==> src/rtl/serial_adder_pkg.sv <==
package serial_adder_pkg;
    typedef enum logic [1:0] {
        ST_IDLE = 2'd0,
        ST_RUN  = 2'd1,
        ST_FIN  = 2'd2
    } add_state_e;
endpackage

==> src/rtl/serial_add_sreg.sv <==
module serial_add_sreg #(
    parameter int WIDTH = 8
) (
    input  logic             clk,
    input  logic             rst_n,
    input  logic             load_en,
    input  logic             shift_en,
    input  logic [WIDTH-1:0] par_i,
    input  logic             ser_i,
    output logic [WIDTH-1:0] q_o
);
    always_ff @(posedge clk or negedge rst_n) begin
        if (!rst_n) begin
            q_o <= '0;
        end else if (load_en) begin
            q_o <= par_i;
        end else if (shift_en) begin
            q_o <= {ser_i, q_o[WIDTH-1:1]};
        end
    end

    // contents hold with no load and no shift
    p_hold_idle_r10: assert property (@(posedge clk) disable iff (!rst_n)
        (!load_en && !shift_en) |=> $stable(q_o));
    // the serial input lands in the top stage on a shift
    p_ser_enters_r6: assert property (@(posedge clk) disable iff (!rst_n)
        (shift_en && !load_en) |=> (q_o[WIDTH-1] == $past(ser_i)));
endmodule

==> src/rtl/serial_add_cell.sv <==
module serial_add_cell (
    input  logic clk,
    input  logic rst_n,
    input  logic clr,
    input  logic shift_en,
    input  logic a_bit,
    input  logic b_bit,
    output logic sum_bit,
    output logic carry_o
);
    logic carry_nxt;

    always_comb begin
        sum_bit   = a_bit ^ b_bit ^ carry_o;
        carry_nxt = (a_bit & b_bit) | (carry_o & (a_bit ^ b_bit));
    end

    always_ff @(posedge clk or negedge rst_n) begin
        if (!rst_n) begin
            carry_o <= 1'b0;
        end else if (clr) begin
            carry_o <= 1'b0;
        end else if (shift_en) begin
            carry_o <= carry_nxt;
        end
    end

    // a load or start leaves a cleared carry
    p_carry_clr_r2: assert property (@(posedge clk) disable iff (!rst_n)
        clr |=> !carry_o);
    // carry holds outside a shift
    p_carry_hold_r10: assert property (@(posedge clk) disable iff (!rst_n)
        (!clr && !shift_en) |=> $stable(carry_o));
    // carry can only rise when at least one operand bit is set
    p_carry_gen_r5: assert property (@(posedge clk) disable iff (!rst_n)
        (shift_en && !clr && !a_bit && !b_bit) |=> !carry_o);
endmodule

==> src/rtl/serial_add_ctrl.sv <==
module serial_add_ctrl
    import serial_adder_pkg::*;
#(
    parameter int WIDTH = 8
) (
    input  logic clk,
    input  logic rst_n,
    input  logic load_i,
    input  logic start_i,
    output logic load_en,
    output logic shift_en,
    output logic clr_carry,
    output logic busy_o,
    output logic done_o
);
    localparam int CW = (WIDTH > 2) ? $clog2(WIDTH) : 1;
    localparam logic [CW-1:0] LAST = CW'(WIDTH - 1);

    add_state_e state_q, state_d;
    logic [CW-1:0] cnt_q;

    always_ff @(posedge clk or negedge rst_n) begin
        if (!rst_n) begin
            state_q <= ST_IDLE;
            cnt_q   <= '0;
        end else begin
            state_q <= state_d;
            cnt_q   <= (state_q == ST_RUN) ? cnt_q + 1'b1 : '0;
        end
    end

    always_comb begin
        state_d = state_q;
        unique case (state_q)
            ST_IDLE: if (!load_i && start_i) state_d = ST_RUN;
            ST_RUN:  if (cnt_q == LAST)      state_d = ST_FIN;
            ST_FIN:  state_d = ST_IDLE;
            default: state_d = ST_IDLE;
        endcase
    end

    always_comb begin
        load_en   = 1'b0;
        clr_carry = 1'b0;
        shift_en  = 1'b0;
        busy_o    = 1'b0;
        done_o    = 1'b0;
        unique case (state_q)
            ST_IDLE: begin
                load_en   = load_i;
                clr_carry = load_i | start_i;
            end
            ST_RUN: begin
                shift_en = 1'b1;
                busy_o   = 1'b1;
            end
            ST_FIN:  done_o = 1'b1;
            default: ;
        endcase
    end

    // done is a single-cycle pulse following a shift cycle
    p_done_single_r8: assert property (@(posedge clk) disable iff (!rst_n)
        done_o |=> !done_o);
    p_done_after_run_r8: assert property (@(posedge clk) disable iff (!rst_n)
        done_o |-> $past(shift_en));
    // no load while an addition is running or finishing
    p_no_load_busy_r9: assert property (@(posedge clk) disable iff (!rst_n)
        (busy_o || done_o) |-> !load_en);
    // counter stays within the shift window
    p_cnt_range_r3: assert property (@(posedge clk) disable iff (!rst_n)
        shift_en |-> (cnt_q <= LAST));
endmodule

==> src/rtl/serial_adder.sv <==
module serial_adder #(
    parameter int WIDTH = 8
) (
    input  logic             clk,
    input  logic             rst_n,
    input  logic             load_i,
    input  logic             start_i,
    input  logic [WIDTH-1:0] a_i,
    input  logic [WIDTH-1:0] b_i,
    input  logic             b_ser_i,
    output logic [WIDTH-1:0] sum_o,
    output logic [WIDTH-1:0] b_o,
    output logic             carry_o,
    output logic             busy_o,
    output logic             done_o
);
    logic load_en, shift_en, clr_carry, sum_bit;
    logic [WIDTH-1:0] a_q, b_q;

    serial_add_ctrl #(.WIDTH(WIDTH)) u_ctrl (
        .clk(clk), .rst_n(rst_n), .load_i(load_i), .start_i(start_i),
        .load_en(load_en), .shift_en(shift_en), .clr_carry(clr_carry),
        .busy_o(busy_o), .done_o(done_o)
    );

    serial_add_sreg #(.WIDTH(WIDTH)) u_reg_a (
        .clk(clk), .rst_n(rst_n), .load_en(load_en), .shift_en(shift_en),
        .par_i(a_i), .ser_i(sum_bit), .q_o(a_q)
    );

    serial_add_sreg #(.WIDTH(WIDTH)) u_reg_b (
        .clk(clk), .rst_n(rst_n), .load_en(load_en), .shift_en(shift_en),
        .par_i(b_i), .ser_i(b_ser_i), .q_o(b_q)
    );

    serial_add_cell u_cell (
        .clk(clk), .rst_n(rst_n), .clr(clr_carry), .shift_en(shift_en),
        .a_bit(a_q[0]), .b_bit(b_q[0]), .sum_bit(sum_bit), .carry_o(carry_o)
    );

    assign sum_o = a_q;
    assign b_o   = b_q;

    // the sum bit from the cell enters A's top stage on every shift
    p_sum_msb_r4: assert property (@(posedge clk) disable iff (!rst_n)
        shift_en |=> (a_q[WIDTH-1] == $past(sum_bit)));
    // A moves right by one on a shift
    p_a_shift_r4: assert property (@(posedge clk) disable iff (!rst_n)
        shift_en |=> (a_q[WIDTH-2:0] == $past(a_q[WIDTH-1:1])));
endmodule

==> config.mk <==
export PLATFORM = sky130hd
export DESIGN_NAME = serial_adder
export DESIGN_NICKNAME = d
export VERILOG_FILES = /design/src/rtl/serial_adder_pkg.sv /design/src/rtl/serial_add_sreg.sv /design/src/rtl/serial_add_cell.sv /design/src/rtl/serial_add_ctrl.sv /design/src/rtl/serial_adder.sv
export SDC_FILE = /design/constraint.sdc
export NUM_CORES = 1
export LEC_CHECK = 0
export BUFFER_PORTS_ARGS = -buffer_cell sky130_fd_sc_hd__buf_2
export CORE_ASPECT_RATIO = 0.8
export CORE_MARGIN = 2
export CORE_UTILIZATION = 42
export CTS_CLUSTER_DIAMETER = 50
export DETAILED_ROUTE_END_ITERATION = 6
export HOLD_SLACK_MARGIN = 0.03
export PLACE_DENSITY_LB_ADDON = 0.2
export SLEW_MARGIN = 20
export SYNTH_ARGS = -nofsm -noshare
export SYNTH_HDL_FRONTEND = slang
export SYNTH_SLANG_ARGS = --single-unit
==> constraint.sdc <==
create_clock -name clk -period 1.1 [get_ports clk]
set_input_delay 0.22 -clock clk [delete_from_list [all_inputs] [get_ports clk]]
set_output_delay 0.22 -clock clk [all_outputs]
set_load 0.005 [all_outputs]
==> key figures <==
STA
  • RSZ-0062 raised after global routing: true
  • Max-slew violation count: 0
  • Clock Skews: 0.00413 ns
  • Fin. Hold Viols: 0
  • Fmax: 762 MHz
  • Minimum clock period: 1.31 ns
  • Smallest setup slack after layout: -0.212 ns
  • Max-slew headroom: between 60 and 70%
  • Final period utilization: 119%
  • # setup viols final: 23
  • Worst-margin pin slew: 0.509 ns

Synthesis
  • Post-Synthesis Cells: 94
  • Synth Area in Simple Gates: roughly 8.4%
  • Mapped cell area: roughly 1000 µm²
  • Post-synthesis xor/xnor area fraction: 0%
  • Post-synth cell types: 21
  • Combinational family with the most area after synthesis: compound AO/OA/AOI/OAI gates
  • Synth Area in Compound Gates: 27.3%
  • Sequential share of the synthesized area: a little over half
  • Post-synthesis mux area share: 0%
  • Cell taking the most area after synthesis: dfrtp_1
  • Syn Area/Cell: 10.9 µm²
  • Adder-Cell Fraction of Synth Area: 4.38%
  • Yosys reg bits: 22
  • Synth Warn #: 0
  • Mapped Nets: 118
  • Largest cells by area after synthesis: dfrtp_1 54%, o22ai_1 15%, a21oi_1 4.9%
  • Share of the synthesized area in the top cell type: 53.6%

Setup path
  • R2r endpoint: u_reg_a.q_o[7]
  • Cell family contributing the most delay on the critical path: flip-flops
  • Worst path required time: 0.88 ns
  • Reg2Reg Depth: 3
  • Critical Path Source: u_ctrl.state_q[1]
  • Worst path arrival time: between 1 and 1.5 ns
  • Worst Setup EP: busy_o
  • R2r setup slk: -0.17 ns
  • Setup crit end kind: output pin
  • Startpoint types: flop
  • Crit-path max FO: 3
  • Reg2reg start: u_cell.carry_o
  • WP buf/inv: 2
  • Slowest stage delay, CP: 0.46 ns
  • Cell chain of the critical path: nand2b_4, inv_4, buf_6
  • Crit-path slowest cell: dfrtp_1
  • Setup Crit Path Kind: flop to output pin
  • Critical Path Stages: 3

Clocking
  • H-Tree Depth: 1
  • Num CTS Buffers: 3
  • CTS tree: done
  • Reg clk slew, reported paths: 0.12 ns
  • Bufs on Longest Clock Path: 2
  • Clk_lat worst skew: 0.31 ns
  • Clk root buf: clkbuf_4
  • Clk sink count: 22

Floorplan
  • Initial core utilization: 46.0%
  • Die Y: 48.2 µm
  • Io pins: 40
  • Core box area: 2230 µm²
  • Die extent in x: 59.3 µm
  • Die footprint: approximately 2900 µm²
  • Rows: 15

Layout
  • FF+latch area: 552 µm²
  • Area of the multi-input gates: ~530 µm²
  • Final instance area: 1730 µm²
  • Most frequent cells in the layout: 35 x buf_2, 34 x buf_4, 21 x dfrtp_1, 16 x o22ai_1, 11 x buf_6
  • Leading cell type in the layout, fill and taps excluded: buf_2
  • Fillers: 145
  • Final net count: 196
  • Layout area overhead: 68.5%
  • Layout cells sized above 1: between 60% and 70%
  • Diodes inserted: 0

Route
  • Final wirelength: 3.29 mm
  • DR iter-0 viols: 24
  • Pre-antenna DRT Iters: 4
  • Wire length per cell: 16.8 µm
  • Final ANT Viol Nets: 0
  • Vias after detailed routing: 1,106
  • Via density: 5.64
  • Drc violations: 0

Global route
  • Tot GR Track Use: 22.4%
  • First-pass GRT wire length: ~4.6 mm
  • Number of global-route vias before repair: 1,006
  • Largest net degree at the start of global routing: 23
  • Initial antenna violation count: 0
  • GRT overflow: 0

Worst hold path
  • HP Class: input port to flop

Run status
  • Failing checks: setup timing
  • Status: finished, violations left

Power and ir drop
  • PD cells: 2820 nW/µm²
  • Pleak: 0.795 nW
  • Worst vdd ir: around 1.6 mV
  • Power Total: 4.89 mW

Place
  • Post-placement cell area: 1310 µm²
  • Final HPWL DP: a little under 2 mm
  • IO Port Bufs: 39
  • Gpl congestion: 0.751

Job
  • Max Cap Violations: 0
tightest hold or removal path, cell delays in order:
cell	delay [ns]
buf_2	0.10
o22ai_2	0.09
a21oi_1	0.05
repair_timing:
item / in CTS / in global routing
pin swaps: 6 / 3
resized for setup: 32 / 7
buffers inserted: 12 / 14
setup endpoints to repair: 29 / 34
gates cloned: 0 / 0
hold buffers: 1 / 0
hold endpoints to repair: 22 / 0
worst min-delay path by stage:
stage               startpoint           endpoint  slack, ns  depth (start not counted)
floorplan                rst_n     u_cell.carry_o      -0.08                          0
global placement         rst_n     u_reg_b.q_o[1]       0.22                          1
detailed placement       rst_n     u_reg_b.q_o[0]       0.22                          1
CTS                    start_i  u_ctrl.state_q[0]       0.18                          3
global route            b_i[2]     u_reg_b.q_o[2]       0.18                          3
finish                 b_ser_i     u_reg_b.q_o[7]       0.18                          3
stage by stage:
stage / hold slack, ns / setup WS, ns / utilization (%) / TNS [ns] / std cells
CTS: 0.179 / -0.218 / 71.6 / -1.88 / 182
global route: 0.179 / -0.249 / 77.5 / -3.91 / 196
detailed placement: 0.219 / -0.114 / 58.8 / -0.893 / 165
finish: 0.182 / -0.212 / 77.5 / -2.56 / 196
global placement: 0.218 / -0.0444 / 58.8 / -0.345 / 165
floorplan: -0.0756 / -0.0558 / - / -0.0809 / 94
Yosys cell counts:
cell and number:
nand2b_1 2, and3_1 3, o221a_2 2, dfrtp_1 22, nand2b_2 1, a21oi_1 10, buf_4 3, ha_1 2
nand3b_1 2, buf_6 1, o21ai_0 1, or2_0 1, nor2_2 1, inv_2 1, fa_1 1, a2bb2oi_1 5
a22o_1 1, nor2_1 5, inv_1 2, o22ai_1 24, buf_2 4
power breakdown:
part           internal [mW]  total [mW]  switching [mW]
Clock                  0.202       0.458           0.255
Combinational           1.77        2.98            1.22
Sequential              1.18        1.44           0.267
flip-flops by register name (all words and copies together), names as in the netlist:
register / count
u_cell.carry_o: 1
u_ctrl.cnt_q: 3
u_reg_a.q_o: 8
u_ctrl.state_q: 2
u_reg_b.q_o: 8
layout make-up:
cell class,count,share of cell area [%]
inverter,3,1.16
tap,25,1.81
clock buffer,4,2.10
multi-input combinational,61,30.4
sequential,22,31.9
timing repair buffer,81,32.6
cell families after synthesis:
logic type	count (synthesis)
AOI/OAI and AO/OA	43
DFF	22
and+or+nand+nor	15
buffers and inverters	11
adders and majority gates	3
per-layer routing:
| layer | routed length, µm | vias up | track usage [%] |
|---|---|---|---|
| met5 | 0 | - | 0 |
| met2 | 1650 | 45 | 39.6 |
| met4 | 29 | 0 | 6.82 |
| met3 | 216 | 4 | 6.10 |
| li1 | - | 516 | - |
| met1 | 1390 | 541 | 27.4 |
No activity file was read; power rests on OpenSTA's default activity.
